### config.mk
export PLATFORM = sky130hd
export DESIGN_NAME = bsu_core
export DESIGN_NICKNAME = d
export VERILOG_FILES = /design/src/rtl/bsu_pkg.sv /design/src/rtl/bsu_bittest.sv /design/src/rtl/bsu_cond.sv /design/src/rtl/bsu_target.sv /design/src/rtl/bsu_core.sv
export SDC_FILE = /design/constraint.sdc
export NUM_CORES = 1
export LEC_CHECK = 0
export BUFFER_PORTS_ARGS = -buffer_cell sky130_fd_sc_hd__buf_2
export CORE_MARGIN = 3
export CORE_UTILIZATION = 53
export CTS_BUF_LIST = sky130_fd_sc_hd__clkbuf_8
export CTS_CLUSTER_DIAMETER = 50
export CTS_CLUSTER_SIZE = 40
export DETAILED_ROUTE_END_ITERATION = 16
export PLACE_DENSITY = 0.82
export SLEW_MARGIN = 5
export SYNTH_ARGS = -nofsm -noshare
export SYNTH_HDL_FRONTEND = slang
export SYNTH_SLANG_ARGS = --single-unit
### constraint.sdc
create_clock -name clk_i -period 1.2 [get_ports clk_i]
set_input_delay 0.12 -clock clk_i [delete_from_list [all_inputs] [get_ports clk_i]]
set_output_delay 0.12 -clock clk_i [all_outputs]
set_load 0.02 [all_outputs]
### src/rtl/bsu_pkg.sv
package bsu_pkg;

   typedef enum logic [3:0] {
      OP_SEQ      = 4'd0,
      OP_BRANCH   = 4'd1,
      OP_RJMP     = 4'd2,
      OP_IJMP     = 4'd3,
      OP_RCALL    = 4'd4,
      OP_ICALL    = 4'd5,
      OP_RET      = 4'd6,
      OP_RETI     = 4'd7,
      OP_SKIP_EQ  = 4'd8,
      OP_SKIP_BIT = 4'd9
   } bsu_op_e;

   localparam int SB_N    = 2;
   localparam int SB_V    = 3;
   localparam int SB_SIGN = 4;

endpackage

### src/rtl/bsu_bittest.sv
module bsu_bittest #(
   parameter int W = 8,
   localparam int SW = $clog2(W)
) (
   input  logic [W-1:0]  data_i,
   input  logic [SW-1:0] sel_i,
   input  logic          pol_i,
   output logic          hit_o
);
   assign hit_o = (data_i[sel_i] == pol_i);
endmodule

### src/rtl/bsu_cond.sv
module bsu_cond #(
   parameter bit DERIVE_SIGN = 1'b1
) (
   input  logic [7:0] sreg_i,
   input  logic [2:0] sel_i,
   input  logic       pol_i,
   output logic       hit_o
);
   import bsu_pkg::*;

   logic [7:0] eff_sreg;

   generate
      if (DERIVE_SIGN) begin : g_derive
         // signed condition rebuilt from N and V; the stored copy is overridden
         always_comb begin
            eff_sreg          = sreg_i;
            eff_sreg[SB_SIGN] = sreg_i[SB_N] ^ sreg_i[SB_V];
         end
      end else begin : g_stored
         assign eff_sreg = sreg_i;
      end
   endgenerate

   bsu_bittest #(.W(8)) test_i (
      .data_i (eff_sreg),
      .sel_i  (sel_i),
      .pol_i  (pol_i),
      .hit_o  (hit_o)
   );
endmodule

### src/rtl/bsu_target.sv
module bsu_target #(
   parameter int PC_W      = 16,
   parameter int BR_OFF_W  = 7,
   parameter int JMP_OFF_W = 12,
   parameter int ZP_W      = 16
) (
   input  logic [PC_W-1:0]      pc_i,
   input  logic [JMP_OFF_W-1:0] off_i,
   input  logic                 short_i,
   input  logic [ZP_W-1:0]      zptr_i,
   output logic [PC_W-1:0]      rel_o,
   output logic [PC_W-1:0]      seq_o,
   output logic [PC_W-1:0]      skip1_o,
   output logic [PC_W-1:0]      skip2_o,
   output logic [PC_W-1:0]      ind_o
);
   localparam int BR_PAD  = PC_W - BR_OFF_W;
   localparam int JMP_PAD = PC_W - JMP_OFF_W;

   logic [PC_W-1:0] br_ext;
   logic [PC_W-1:0] jmp_ext;
   logic [PC_W-1:0] sel_ext;

   assign br_ext  = {{BR_PAD{off_i[BR_OFF_W-1]}}, off_i[BR_OFF_W-1:0]};
   assign jmp_ext = {{JMP_PAD{off_i[JMP_OFF_W-1]}}, off_i};
   assign sel_ext = short_i ? br_ext : jmp_ext;

   // one shared adder for both offset sizes
   assign rel_o   = pc_i + sel_ext + PC_W'(1);
   assign seq_o   = pc_i + PC_W'(1);
   assign skip1_o = pc_i + PC_W'(2);
   assign skip2_o = pc_i + PC_W'(3);

   generate
      if (ZP_W >= PC_W) begin : g_zp_trunc
         assign ind_o = zptr_i[PC_W-1:0];
      end else begin : g_zp_ext
         assign ind_o = {{(PC_W-ZP_W){1'b0}}, zptr_i};
      end
   endgenerate
endmodule

### src/rtl/bsu_core.sv
module bsu_core #(
   parameter int PC_W        = 16,
   parameter int BR_OFF_W    = 7,
   parameter int JMP_OFF_W   = 12,
   parameter int ZP_W        = 16,
   parameter int DATA_W      = 8,
   parameter int CYC_W       = 3,
   parameter bit DERIVE_SIGN = 1'b1,
   localparam int SEL_W      = $clog2(DATA_W)
) (
   input  logic                 clk_i,
   input  logic                 rst_ni,
   input  logic                 valid_i,
   input  logic [3:0]           op_i,
   input  logic [PC_W-1:0]      pc_i,
   input  logic [JMP_OFF_W-1:0] offset_i,
   input  logic [ZP_W-1:0]      zptr_i,
   input  logic [7:0]           sreg_i,
   input  logic [SEL_W-1:0]     sel_i,
   input  logic                 pol_i,
   input  logic [DATA_W-1:0]    opnd_a_i,
   input  logic [DATA_W-1:0]    opnd_b_i,
   input  logic                 next_two_word_i,
   output logic                 out_valid_o,
   output logic                 taken_o,
   output logic [PC_W-1:0]      next_pc_o,
   output logic [CYC_W-1:0]     cycles_o
);
   import bsu_pkg::*;

   generate
      if (PC_W <= JMP_OFF_W || JMP_OFF_W <= BR_OFF_W || BR_OFF_W < 2) begin : g_bad_off
         initial $fatal(1, "bsu_core: need PC_W > JMP_OFF_W > BR_OFF_W >= 2");
      end
      if (DATA_W < 8 || (DATA_W & (DATA_W - 1)) != 0) begin : g_bad_data
         initial $fatal(1, "bsu_core: DATA_W must be a power of two of at least 8");
      end
      if (CYC_W < 3) begin : g_bad_cyc
         initial $fatal(1, "bsu_core: CYC_W must hold the value 4");
      end
   endgenerate

   bsu_op_e op;
   assign op = bsu_op_e'(op_i);

   logic status_hit;
   logic bit_hit;
   logic is_short;
   logic [PC_W-1:0] rel_pc, seq_pc, skip1_pc, skip2_pc, ind_pc;

   assign is_short = (op == OP_BRANCH);

   bsu_cond #(.DERIVE_SIGN(DERIVE_SIGN)) cond_i (
      .sreg_i (sreg_i),
      .sel_i  (sel_i[2:0]),
      .pol_i  (pol_i),
      .hit_o  (status_hit)
   );

   bsu_bittest #(.W(DATA_W)) skipbit_i (
      .data_i (opnd_a_i),
      .sel_i  (sel_i),
      .pol_i  (pol_i),
      .hit_o  (bit_hit)
   );

   bsu_target #(
      .PC_W      (PC_W),
      .BR_OFF_W  (BR_OFF_W),
      .JMP_OFF_W (JMP_OFF_W),
      .ZP_W      (ZP_W)
   ) target_i (
      .pc_i    (pc_i),
      .off_i   (offset_i),
      .short_i (is_short),
      .zptr_i  (zptr_i),
      .rel_o   (rel_pc),
      .seq_o   (seq_pc),
      .skip1_o (skip1_pc),
      .skip2_o (skip2_pc),
      .ind_o   (ind_pc)
   );

   logic              do_skip;
   logic              nxt_taken;
   logic [PC_W-1:0]   nxt_pc;
   logic [CYC_W-1:0]  nxt_cyc;

   always_comb begin
      do_skip   = 1'b0;
      nxt_taken = 1'b0;
      nxt_pc    = seq_pc;
      nxt_cyc   = CYC_W'(1);
      unique case (op)
         OP_BRANCH: begin
            if (status_hit) begin
               nxt_taken = 1'b1;
               nxt_pc    = rel_pc;
               nxt_cyc   = CYC_W'(2);
            end
         end
         OP_RJMP, OP_RCALL: begin
            nxt_taken = 1'b1;
            nxt_pc    = rel_pc;
            nxt_cyc   = (op == OP_RCALL) ? CYC_W'(3) : CYC_W'(2);
         end
         OP_IJMP, OP_ICALL: begin
            nxt_taken = 1'b1;
            nxt_pc    = ind_pc;
            nxt_cyc   = (op == OP_ICALL) ? CYC_W'(3) : CYC_W'(2);
         end
         OP_RET, OP_RETI: begin
            nxt_taken = 1'b1;
            nxt_pc    = pc_i;
            nxt_cyc   = CYC_W'(4);
         end
         OP_SKIP_EQ:  do_skip = (opnd_a_i == opnd_b_i);
         OP_SKIP_BIT: do_skip = bit_hit;
         default: ;
      endcase
      if (do_skip) begin
         nxt_taken = 1'b1;
         nxt_pc    = next_two_word_i ? skip2_pc : skip1_pc;
         nxt_cyc   = next_two_word_i ? CYC_W'(3) : CYC_W'(2);
      end
   end

   always_ff @(posedge clk_i or negedge rst_ni) begin
      if (!rst_ni) begin
         out_valid_o <= 1'b0;
         taken_o     <= 1'b0;
         next_pc_o   <= '0;
         cycles_o    <= '0;
      end else begin
         out_valid_o <= valid_i;
         if (valid_i) begin
            taken_o   <= nxt_taken;
            next_pc_o <= nxt_pc;
            cycles_o  <= nxt_cyc;
         end
      end
   end
endmodule

==> results of run 1 <==
[cell families after synthesis]
logic type / Yosys count / share of synthesized area [%]
buffers and inverters: 42 / 5.72
and+or+nand+nor: 146 / 22.6
DFF: 21 / 16.9
adders and majority gates: 21 / 8.70
muxes: 13 / 5.92
xor gates and xnor gates: 52 / 14.7
AOI/OAI and AO/OA: 111 / 25.5
[through the flow]
stage                     std cells  setup slack (ps)  TNS [ps]
after floorplan                 406             -1120    -14080
after global placement          672             -1380    -18480
after CTS                       691             -1000    -12870
after detailed placement        672             -1400    -19770
[what timing repair did]
action,CTS
endpoints found under the hold margin,21
gates cloned,0
endpoints found under the setup margin,19
hold buffers,1
gates resized for setup,73
pin swaps,33
setup buffers,16
==> impl_metrics.env, run 1 <==
export IMPL_status="did not finish"
export IMPL_stop_stage="global routing (5_1_grt)"
export IMPL_error_line="[ERROR DPL-0038] Utilization greater than 100%, impossible to legalize"
export IMPL_netlist_area_um2=3110
export IMPL_io_pins=101
export IMPL_die_x_um=82.5
export IMPL_synthFlopType="dfrtp_1"
export IMPL_synth_edf_count=0
export IMPL_synth_nets=507
export IMPL_cts_buffer_depth=2
export IMPL_seq_area_frac_synth_pct=16.9
export IMPL_ys_warn_count=0
export IMPL_ys_types=61
export IMPL_postPlaceCellArea_um2=4640
export IMPL_cts_htree_levels=1
export IMPL_cts_made_buffers=3
export IMPL_yosys_area_top_type="dfrtp_1"
export IMPL_port_buffers=99
export IMPL_synth_area_leaders="dfrtp_1 (17%), xnor2_1 (9.9%), ha_1 (8.1%)"
export IMPL_std_cell_rows=27
export IMPL_async_flop_share_pct=100
export IMPL_synth_commonest_cells="nor2_1 (49), nand2_1 (44), xnor2_1 (35)"
export IMPL_die_y_um=82.5
export IMPL_ys_ff_latch=21
export IMPL_endpoint_type="register input"
export IMPL_synth_most_common_cell="nor2_1"
export IMPL_dp_hpwl_mm=9.51
export IMPL_start_util_pct=55.7
export IMPL_synthCells=406
export IMPL_synth_top_cell_area_share_pct=16.9
export IMPL_crit_endpoint="next_pc_o[14]$_DFFE_PN0P_/D"
export IMPL_root_buffer="clkbuf_8"
export IMPL_numClockSinks=21
export IMPL_syn_avg_cell_area_um2=7.65
export IMPL_grt_max_degree=36
export IMPL_routabilityCongestion=0.961
==> run 2: changes to the inputs <==
CORE_UTILIZATION = 38   (was 53)
CTS_BUF_LIST = default   (was sky130_fd_sc_hd__clkbuf_8)
CTS_CLUSTER_DIAMETER = default   (was 50)
CTS_CLUSTER_SIZE = default   (was 40)
PLACE_DENSITY = default   (was 0.82)
PLACE_DENSITY_LB_ADDON = 0.15   (was default)
==> impl_metrics.env, run 2 <==
export IMPL_synth_commonest_cells="nor2_1 (49), nand2_1 (44), xnor2_1 (35)"
export IMPL_rsz0062_at_grt="true"
export IMPL_cts_buffer_depth=2
export IMPL_worstSkewPairLatency_ps=260
export IMPL_dp_cells=706
export IMPL_worst_slack_ps=-1010
export IMPL_yosys_area_top_type="dfrtp_1"
export IMPL_postPlaceCellArea_um2=4720
export IMPL_dp_hpwl_mm=9.44
export IMPL_crit_slowest_cell="nor4b_4"
export IMPL_status="complete, but fails checks"
export IMPL_regMostFlops="next_pc_o"
export IMPL_vdd_drop_max_mv=0.391
export IMPL_cts_made_buffers=3
export IMPL_via_per_inst=5.49
export IMPL_diodes=0
export IMPL_final_cell_mix="buf_4 (123), buf_2 (93), nor2_1 (47), nand2_1 (37), xnor2_1 (32)"
export IMPL_power_leakage_nw=2.44
export IMPL_crit_path_frequent_cell="nand2_2"
export IMPL_grtUsageTotal_pct=25.0
export IMPL_ant_nets=0
export IMPL_instances_no_fill=724
export IMPL_ys_types=61
export IMPL_fin_crit_ps=2210
export IMPL_synth_area_leaders="dfrtp_1 (17%), xnor2_1 (9.9%), ha_1 (8.1%)"
export IMPL_worstHoldPathType="in -> reg"
export IMPL_area_growth_pct=72.7
export IMPL_numClockSinks=21
export IMPL_synth_top_cell_area_share_pct=16.9
export IMPL_required_ps=1370
export IMPL_seq_area_frac_synth_pct=16.9
export IMPL_tightest_slew_ps=504
export IMPL_finalCritPeriodShare_pct=184
export IMPL_root_buffer="clkbuf_8"
export IMPL_relSlewSlack_pct=66.4
export IMPL_nets=724
export IMPL_cp_top_family="compound AO/OA/AOI/OAI gates"
export IMPL_ys_ff_latch=21
export IMPL_synth_edf_count=0
export IMPL_powerDensity_nw_per_um2=681
export IMPL_die_area_um2=9290
export IMPL_clkSlewWorstSetupHoldPaths_ps=80
export IMPL_vias=3974
export IMPL_synthFlopType="dfrtp_1"
export IMPL_design_area_um2=5360
export IMPL_fin_worst_skew_ps=0
export IMPL_grt_pass1_vias=3733
export IMPL_synth_most_common_cell="nor2_1"
export IMPL_critical_path_class="in -> reg"
export IMPL_antenna_found_initial=0
export IMPL_cap_violations=0
export IMPL_grt_pass1_wl_mm=18.2
export IMPL_firstDrtPassIters=5
export IMPL_core_um2=7850
export IMPL_pre_cts_ws_ps=-1410
export IMPL_cp_max_fo=5
export IMPL_cp_start_kind="input pin"
export IMPL_seqCellArea_um2=526
export IMPL_port_buffers=99
export IMPL_grt_max_degree=30
export IMPL_cp_cell_sequence="buf_8, nor4b_4, nand2_2, nand2_2, ha_4, o21a_1, o211ai_1, a31oi_2, o2111ai_2, mux2i_1, a2111oi_2, a311oi_1"
export IMPL_fillers=650
export IMPL_path_buf_inv=1
export IMPL_wl_per_cell_um=16.3
export IMPL_overflow=0
export IMPL_synthCells=406
export IMPL_drt_total_wl_mm=11.8
export IMPL_drive_above_1_share_pct=52.7
export IMPL_finalHoldViolCount=0
export IMPL_setup_tns_ps=-13490
export IMPL_routabilityCongestion=0.949
export IMPL_cp_arrival_ps=2370
export IMPL_finalPower_w=0.00365
export IMPL_max_freq_ghz=0.453
export IMPL_r2r_slack_ps=430
export IMPL_multi_input_area_um2=2910
export IMPL_syn_avg_cell_area_um2=7.65
export IMPL_largest_reg_flops=16
export IMPL_setup_violations_final=19
export IMPL_cts_tree="built"
export IMPL_final_common_cell="buf_4"
export IMPL_start_util_pct=39.6
export IMPL_drc=0
export IMPL_die_y_um=96.4
export IMPL_max_stage_delay_ps=340
export IMPL_final_max_slew_viol_count=0
export IMPL_async_flop_share_pct=100
export IMPL_drt_iter0_markers=247
export IMPL_ys_warn_count=0
export IMPL_violations="negative setup slack"
export IMPL_io_pins=101
export IMPL_synth_nets=507
export IMPL_netlist_area_um2=3110
export IMPL_cts_htree_levels=1
export IMPL_cp_end_kind="flip-flop"
export IMPL_die_x_um=96.4
export IMPL_std_cell_rows=32
export IMPL_top_regs="next_pc_o (16), cycles_o (3)"
==> run 2: kinds of logic after synthesis <==
family | after synthesis | synth area share, %
adders and majority gates | 21 | 8.70
DFF | 21 | 16.9
muxes | 13 | 5.92
xor gates and xnor gates | 52 | 14.7
and+or+nand+nor | 146 | 22.6
buffers and inverters | 42 | 5.72
AOI/OAI and AO/OA | 111 | 25.5
==> run 2: routing by layer <==
| metal | vias to the layer above | routed length, um | global-route usage (%) | part of all wire [%] |
|---|---|---|---|---|
| met1 | 1872 | 5090 | 34.1 | 43 |
| met4 | 0 | 256 | 5.61 | 2.2 |
| li1 | 1924 | - | - | - |
| met5 | - | 0 | 0 | 0 |
| met3 | 23 | 745 | 2.40 | 6.3 |
| met2 | 155 | 5690 | 42.7 | 48 |
==> run 2: layout make-up <==
cell class,instances,share of cell area (%)
multi-input cells,343,54.2
inverters,14,0.980
clock buffers,4,0.840
repair buffers,240,31.8
well taps,102,2.38
flip-flops and latches,21,9.80
==> run 2: metrics by stage <==
| step | util (%) | hold WS [ps] |
|---|---|---|
| after global routing | 68.3 | 187 |
| after floorplan | - | -176 |
| after global placement | 60.1 | 117 |
| after detailed placement | 60.1 | 119 |
| after CTS | 65.8 | 163 |
| final | 68.3 | 159 |
==> run 2: timing repair <==
action                                  in CTS  in global routing
hold endpoints to repair                    21                  0
hold buffers                                 1                  0
endpoints found under the setup margin      19                 19
gates cloned                                 1                  0
resized for setup                           62                 32
pin swaps                                   39                 29
buffers inserted                             8                  8
==> run 2: power by group <==
part / switching, W / internal, W
clock network: 0.000247 / 0.000237
logic: 0.00118 / 0.00113
registers: 0.0000564 / 0.000805
total: 0.00148 / 0.00217
==> run 2: path summary, 6_finish.rpt <==
kind | end | cells past startpoint | start
min in group asynchronous | taken_o$_DFFE_PN0P_ | 2 | rst_ni
hold reg to reg | cycles_o[2]$_DFFE_PN0P_ | 1 | cycles_o[2]$_DFFE_PN0P_
setup / recovery | next_pc_o[14]$_DFFE_PN0P_ | 12 | op_i[2]
max in group asynchronous | next_pc_o[2]$_DFFE_PN0P_ | 2 | rst_ni
hold / removal | next_pc_o[7]$_DFFE_PN0P_ | 3 | zptr_i[7]
setup reg to reg | next_pc_o[14]$_DFFE_PN0P_ | 2 | next_pc_o[14]$_DFFE_PN0P_
==> run 2: worst min-delay path, cell delays in order <==
cell and delay, ps:
buf_2 90, a221oi_2 50, a31oi_1 120
No activity file was read; power rests on OpenSTA's default activity.
